--- src/rtl/modexp_csr_pkg.sv ---
// Package: register offsets, bit positions and the register-select type
// shared by the decoder, the top module and the checker.
package modexp_csr_pkg;

    // Byte offsets of the registers
    localparam int unsigned OFF_START  = 32'h000;
    localparam int unsigned OFF_CMD    = 32'h048;
    localparam int unsigned OFF_SRC    = 32'h04C;
    localparam int unsigned OFF_LEN    = 32'h050;
    localparam int unsigned OFF_KEYLEN = 32'h058;
    localparam int unsigned OFF_MASK   = 32'h3F8;
    localparam int unsigned OFF_STS    = 32'h3FC;

    // Field positions
    localparam int unsigned NUM_START   = 2;   // bit 0 compute, bit 1 DMA
    localparam int unsigned CMD_MODE_LO = 4;
    localparam int unsigned CMD_MODE_W  = 2;
    localparam int unsigned CMD_CPU_BIT = 8;
    localparam int unsigned EVT_DONE    = 1;

    typedef enum logic [2:0] {
        RID_NONE,
        RID_START,
        RID_CMD,
        RID_SRC,
        RID_LEN,
        RID_KEYLEN,
        RID_MASK,
        RID_STS
    } reg_id_e;

endpackage

--- src/rtl/csr_addr_dec.sv ---
// Module: csr_addr_dec
// Maps a bus byte offset onto a register identifier. Purely combinational.
// Assumes full-offset matching, so any offset not in the map yields RID_NONE.
module csr_addr_dec
    import modexp_csr_pkg::*;
#(
    parameter int ADDR_W = 12
) (
    input  logic [ADDR_W-1:0] addr,
    output reg_id_e           rid
);

    // Compare the offset against each mapped register
    always_comb begin
        if      (addr == ADDR_W'(OFF_START))  rid = RID_START;
        else if (addr == ADDR_W'(OFF_CMD))    rid = RID_CMD;
        else if (addr == ADDR_W'(OFF_SRC))    rid = RID_SRC;
        else if (addr == ADDR_W'(OFF_LEN))    rid = RID_LEN;
        else if (addr == ADDR_W'(OFF_KEYLEN)) rid = RID_KEYLEN;
        else if (addr == ADDR_W'(OFF_MASK))   rid = RID_MASK;
        else if (addr == ADDR_W'(OFF_STS))    rid = RID_STS;
        else                                  rid = RID_NONE;
    end

endmodule

--- src/rtl/start_ctrl.sv ---
// Module: start_ctrl
// Holds N start bits. Each bit emits a one-cycle pulse when a write takes it
// from 0 to 1. Assumes wr_en is high for exactly the cycle of a start write.
module start_ctrl #(
    parameter int N = 2
) (
    input  logic         clk,
    input  logic         rst_n,
    input  logic         wr_en,
    input  logic [N-1:0] wdata,
    output logic [N-1:0] run_q,
    output logic [N-1:0] pulse_q
);

    for (genvar g = 0; g < N; g++) begin : g_bit
        logic run_b;
        logic pulse_b;

        // Level bit follows writes; the pulse fires only on a rising write
        always_ff @(posedge clk) begin
            if (!rst_n) begin
                run_b   <= 1'b0;
                pulse_b <= 1'b0;
            end else begin
                pulse_b <= wr_en && wdata[g] && !run_b;
                if (wr_en) run_b <= wdata[g];
            end
        end

        assign run_q[g]   = run_b;
        assign pulse_q[g] = pulse_b;
    end

endmodule

--- src/rtl/irq_ctrl.sv ---
// Module: irq_ctrl
// Sticky done-event status (write-one-to-clear), its mask bit and a registered
// interrupt line. Assumes evt is a single-cycle pulse. A set beats a clear.
module irq_ctrl #(
    parameter int DATA_W  = 32,
    parameter int EVT_BIT = 1
) (
    input  logic              clk,
    input  logic              rst_n,
    input  logic              mask_wr,
    input  logic              sts_wr,
    input  logic [DATA_W-1:0] wdata,
    input  logic              evt,
    output logic              mask_q,
    output logic              sts_q,
    output logic              irq_q
);

    // Mask bit: plain read/write of the event bit only
    always_ff @(posedge clk) begin
        if (!rst_n)       mask_q <= 1'b0;
        else if (mask_wr) mask_q <= wdata[EVT_BIT];
    end

    // Status bit: set by event, cleared by writing one, set has priority
    always_ff @(posedge clk) begin
        if (!rst_n)                          sts_q <= 1'b0;
        else if (evt)                        sts_q <= 1'b1;
        else if (sts_wr && wdata[EVT_BIT])   sts_q <= 1'b0;
    end

    // Interrupt line: registered masked status
    always_ff @(posedge clk) begin
        if (!rst_n) irq_q <= 1'b0;
        else        irq_q <= sts_q && mask_q;
    end

endmodule

--- src/rtl/modexp_csr.sv ---
// Module: modexp_csr
// Control/status register file of the exponentiation accelerator. Decodes a
// simple 32-bit register bus, holds configuration registers, drives start
// pulses and a level interrupt. Assumes single-cycle write strobes and
// combinational reads; DATA_W must be even so the key word splits in halves.
module modexp_csr
    import modexp_csr_pkg::*;
#(
    parameter int ADDR_W = 12,
    parameter int DATA_W = 32,
    parameter int KEY_W  = DATA_W / 2
) (
    input  logic              clk,
    input  logic              rst_n,
    input  logic              bus_sel,
    input  logic              bus_wr,
    input  logic [ADDR_W-1:0] bus_addr,
    input  logic [DATA_W-1:0] bus_wdata,
    output logic [DATA_W-1:0] bus_rdata,
    input  logic              eng_done,
    output logic              calc_start,
    output logic              dma_start,
    output logic              calc_run,
    output logic              dma_run,
    output logic [CMD_MODE_W-1:0] dma_mode,
    output logic              mem_cpu_own,
    output logic [DATA_W-1:0] dma_src_addr,
    output logic [DATA_W-1:0] dma_len,
    output logic [KEY_W-1:0]  exp_bits,
    output logic [KEY_W-1:0]  mod_bits,
    output logic              irq
);

    localparam int CMD_MODE_HI = CMD_MODE_LO + CMD_MODE_W - 1;

    reg_id_e               rid;
    logic                  wr_act;
    logic [NUM_START-1:0]  run_vec;
    logic [NUM_START-1:0]  pulse_vec;
    logic [CMD_MODE_W-1:0] mode_q;
    logic                  cpu_own_q;
    logic [DATA_W-1:0]     src_q;
    logic [DATA_W-1:0]     len_q;
    logic [DATA_W-1:0]     key_q;
    logic                  evt_mask;
    logic                  evt_sts;

    csr_addr_dec #(.ADDR_W(ADDR_W)) u_dec (
        .addr (bus_addr),
        .rid  (rid)
    );

    assign wr_act = bus_sel && bus_wr;

    start_ctrl #(.N(NUM_START)) u_start (
        .clk     (clk),
        .rst_n   (rst_n),
        .wr_en   (wr_act && (rid == RID_START)),
        .wdata   (bus_wdata[NUM_START-1:0]),
        .run_q   (run_vec),
        .pulse_q (pulse_vec)
    );

    irq_ctrl #(.DATA_W(DATA_W), .EVT_BIT(EVT_DONE)) u_irq (
        .clk     (clk),
        .rst_n   (rst_n),
        .mask_wr (wr_act && (rid == RID_MASK)),
        .sts_wr  (wr_act && (rid == RID_STS)),
        .wdata   (bus_wdata),
        .evt     (eng_done),
        .mask_q  (evt_mask),
        .sts_q   (evt_sts),
        .irq_q   (irq)
    );

    // Command register: mode field and memory-ownership bit; CPU owns at reset
    always_ff @(posedge clk) begin
        if (!rst_n) begin
            mode_q    <= '0;
            cpu_own_q <= 1'b1;
        end else if (wr_act && rid == RID_CMD) begin
            mode_q    <= bus_wdata[CMD_MODE_HI:CMD_MODE_LO];
            cpu_own_q <= bus_wdata[CMD_CPU_BIT];
        end
    end

    // DMA address, DMA length and packed key-length registers
    always_ff @(posedge clk) begin
        if (!rst_n) begin
            src_q <= '0;
            len_q <= '0;
            key_q <= '0;
        end else if (wr_act) begin
            if (rid == RID_SRC)    src_q <= bus_wdata;
            if (rid == RID_LEN)    len_q <= bus_wdata;
            if (rid == RID_KEYLEN) key_q <= bus_wdata;
        end
    end

    // Read mux: unmapped offsets return zero
    always_comb begin
        bus_rdata = '0;
        unique case (rid)
            RID_START:  bus_rdata[NUM_START-1:0] = run_vec;
            RID_CMD: begin
                bus_rdata[CMD_MODE_HI:CMD_MODE_LO] = mode_q;
                bus_rdata[CMD_CPU_BIT]             = cpu_own_q;
            end
            RID_SRC:    bus_rdata = src_q;
            RID_LEN:    bus_rdata = len_q;
            RID_KEYLEN: bus_rdata = key_q;
            RID_MASK:   bus_rdata[EVT_DONE] = evt_mask;
            RID_STS:    bus_rdata[EVT_DONE] = evt_sts;
            default:    bus_rdata = '0;
        endcase
    end

    // Output fields
    assign calc_start   = pulse_vec[0];
    assign dma_start    = pulse_vec[1];
    assign calc_run     = run_vec[0];
    assign dma_run      = run_vec[1];
    assign dma_mode     = mode_q;
    assign mem_cpu_own  = cpu_own_q;
    assign dma_src_addr = src_q;
    assign dma_len      = len_q;
    assign exp_bits     = key_q[DATA_W-1:KEY_W];
    assign mod_bits     = key_q[KEY_W-1:0];

endmodule

--- config.mk ---
export PLATFORM = sky130hd
export DESIGN_NAME = modexp_csr
export DESIGN_NICKNAME = d
export VERILOG_FILES = /design/src/rtl/modexp_csr_pkg.sv /design/src/rtl/csr_addr_dec.sv /design/src/rtl/start_ctrl.sv /design/src/rtl/irq_ctrl.sv /design/src/rtl/modexp_csr.sv
export SDC_FILE = /design/constraint.sdc
export NUM_CORES = 1
export LEC_CHECK = 0
export ABC_AREA = 1
export ABC_CLOCK_PERIOD_IN_PS = 1800
export CAP_MARGIN = 10
export CORE_UTILIZATION = 32
export CTS_BUF_LIST = sky130_fd_sc_hd__clkbuf_8 sky130_fd_sc_hd__clkbuf_16
export CTS_CLUSTER_SIZE = 30
export DETAILED_ROUTE_END_ITERATION = 10
export DONT_BUFFER_PORTS = 1
export GPL_ROUTABILITY_DRIVEN = 0
export PLACE_DENSITY = 0.53
export SYNTH_ARGS = -nofsm -noshare
export SYNTH_HDL_FRONTEND = slang
export SYNTH_SLANG_ARGS = --single-unit
--- constraint.sdc ---
create_clock -name clk -period 1.8 [get_ports clk]
set_clock_uncertainty 0.05 [all_clocks]
set_input_delay 0.27 -clock clk [delete_from_list [all_inputs] [get_ports clk]]
set_output_delay 0.27 -clock clk [all_outputs]
set_load 0.005 [all_outputs]
==> summary.md <==
| Metric | Value |
|---|---|
| Outcome | finished clean |
| Final-layout fill cell count | approximately 1500 |
| Most used routing layer | met2 |
| Crit path required time | around 1.5 ns |
| Fmax | 594.4 MHz |
| WS Path Type | input port to output pin |
| Post-synthesis sequential area ratio | 45.02% |
| Drt drc | 0 |
| Global-route wire length before repair | 21.14 mm |
| CP endpoint kind | output pin |
| Post-route setup TNS | 0 ns |
| Ys async rst share | 0% |
| Post-synth EDFFs | 0 |
| Setup violators final | 0 |
| Clock Tree Buf Depth | 2 |
| Yosys warns | 0 |
| Post-synth top flop | dfxtp_1 |
| Critical path's slowest cell | o221ai_1 |
| H-tree levels | 3 |
| Initial antenna violation count | 0 |
| Comb power frac | 2.6% |
| Via count | between 4000 and 5000 |
| Switching Share | between 20% and 30% |
| Ant. Diodes | 0 |
| Crit-path leading delay family | simple AND/OR/NAND/NOR gates |
| CTS tree | done |
| Row Count | 43 |
| Fraction of layout cells with a size suffix above 1 | around 14% |
| Root buf cell | clkbuf_16 |
| GRT met2 Usage | 31.15% |
| Met1 Track Usage GR | 21.72% |
| Worst EP arrival | 1.36 ns |
| Clock power share | roughly 46% |
| Slew Limit Headroom | about 33% |
| Vias in the first global route | 3897 |
| I/O pins | around 190 |
| Static Leakage | 1.868 nW |
| #FFs+latches synth | 106 |
| Largest net degree at the start of global routing | 41 |
| Least-Margin Pin Slew | approximately 1 ns |
| DRC violation total after the first TritonRoute iteration | about 240 |
| Met3 GRT Util | 5.996% |
| Largest stage delay on the critical path | ~0.21 ns |
| Period utilization | between 90% and 100% |
| Port bufs | 0 |
| Final hold vios | 0 |
| Sequential power share | 51.7% |
| Internal power | roughly 0.0035 W |
| Clock sink count | between 100 and 150 |
| CP Launch Type | input port |
| Clk_lat worst skew | approximately 0.35 ns |
| Worst Hold Margin | roughly 0.016 ns |
| Tot GR Track Use | 18.58% |
| Height of the die | ~120 um |
| NumNets Final | between 600 and 700 |
| Reg clk slew, reported paths | 0.07 ns |
| Final wirelength | roughly 14 mm |
| Pwr dens | between 800 and 900 nW/um^2 |
| CTS buffer count | 9 |
| Number of buffers and inverters on the critical path | 2 |
| Drt pass-1 iters | 5 |
| Hold crit path type | input port to flip-flop |
| Overflow after GRT | 0 |
| Max_cap viols | 0 |
| Die W | roughly 120 um |
| Die area | between 15000 and 20000 um^2 |
| Crit path time final | about 1.7 ns |
| Syn Inst Count | slightly below 600 |
| Crit Path Max Fanout | 33 |
| Routed vias/inst | 5.172 |
| Net switching power | between 0.001 and 0.0015 W |
| VDD IR-drop max | 0.4522 mV |
| CP cell instances | nor2_2 -> nand2_2 -> nor2_4 -> nand2_1 -> buf_12 -> o221ai_1 -> buf_4 |
| Core Footprint | 14150 um^2 |
| Mapped Area | ~4700 um^2 |
| Synthesis-to-layout area growth | 14.31% |
| DR WL/cell | ~18 um |
| Initial Util | around 33% |
| Post-Syn Area per Cell | slightly below 8 um^2 |
| RSZ-0062 raised after global routing | no |
| DP HPWL | just under 10 mm |
| Slew Limit Fails | 0 |
| Distinct cells, synth | 26 |
| Syn nets | about 650 |
| Antenna viol nets, final | 0 |
==> cells in the final DEF (no fill, tap or decap), types with 2 or more instances in the layout <==
master	Yosys	routed
nand2_2	0	2
inv_1	110	109
nand3_1	15	14
o221ai_1	27	27
buf_12	0	6
nand4_1	3	3
buf_4	0	15
a211oi_2	31	31
nand3_2	2	3
inv_2	3	4
clkbuf_16	0	9
nor2_1	73	73
inv_6	0	2
dlygate4sd3_1	0	7
nand2_1	60	58
o21ai_0	38	38
nor2_2	5	5
a211oi_1	30	30
clkinv_4	0	2
dfxtp_1	106	106
o22ai_1	4	4
a21oi_1	44	44
==> repair_timing <==
action	4_1_cts	5_1_grt
buffers inserted	0	1
hold endpoints to repair	27	0
setup endpoints to repair	0	7
resized for setup	0	3
hold buffers	7	0
==> per-layer routing <==
metal / share of wire, % / vias to the layer above
li1: - / 1979
met1: 42 / 1900
met2: 48 / 149
met3: 7.9 / 22
met4: 2.1 / 0
met5: 0 / -
==> cell type report <==
type	count	area [um^2]	area share (%)
Clock inverter	6	72.57	1.347
Tap cell	180	225.2	4.180
Clock buffer	10	239.0	4.436
Timing Repair Buffer	29	314.1	5.829
Sequential cell	106	2122	39.39
Multi-Input combinational cell	338	1986	36.86
Inverter	114	429.2	7.966
==> through the flow <==
stage                     utilization [%]  power [W]  instance area [um^2]  setup WS, ns  cells
after floorplan                         -   0.002475                  4713        0.2494    596
after global placement              35.26   0.002490                  4990        0.1012    759
after detailed placement            35.26   0.002491                  4990       0.02656    759
after CTS                           37.96   0.004593                  5371       0.01079    782
after global routing                38.08   0.004688                  5388       0.01294    783
final                               38.08   0.004536                  5388        0.1177    783
==> state kept, by name, summed over array words and instances, names as in the netlist <==
signal	count
u_irq.irq_q	1
dma_src_addr	32
u_irq.sts_q	1
u_irq.mask_q	1
dma_mode	2
u_start.g_bit.pulse_b	2
mem_cpu_own	1
key_q	32
u_start.g_bit.run_b	2
dma_len	32
==> cells by family after synthesis <==
logic type      after synthesis  synth area share (%)
buf+inv                     152                 13.06
flops                       106                 45.02
compound gates              176                 27.53
simple gates                162                 14.39
==> synth_stat cells, types with 4 or more instances <==
cell type  number  share of area [%]
clkbuf_1       22                1.8
o221ai_1       27                5.0
o22ai_1         4               0.53
dfxtp_1       106                 45
a21oi_1        44                4.7
nor2_2          5               0.66
nand2_1        60                4.8
nand3_1        15                1.6
o21ai_0        38                4.0
a211oi_1       30                4.8
inv_1         110                8.8
a211oi_2       31                8.2
buf_6           4               0.96
buf_2          11                1.2
nor2_1         73                5.8
==> power groups by stage <==
stage,sequential (W),clock (W),combinational [W]
after global routing,0.00235,0.00221,0.000129
after global placement,0.00240,0,0.0000890
final,0.00235,0.00207,0.000118
after detailed placement,0.00240,0,0.0000905
after CTS,0.00235,0.00213,0.000118
after floorplan,0.00240,0,0.0000744
==> worst paths after layout <==
path,from,endpoint,slack (ns),depth (start not counted)
worst min register to register,u_irq.mask_q,u_irq.irq_q,0.42,2
worst max-delay path,bus_addr[11],bus_rdata[31],0.12,7
worst max register to register,dma_len[2],dma_len[2],0.96,2
worst min-delay path,rst_n,key_q[27],0.02,2
Note: power is estimated with default switching activity, not from simulation.
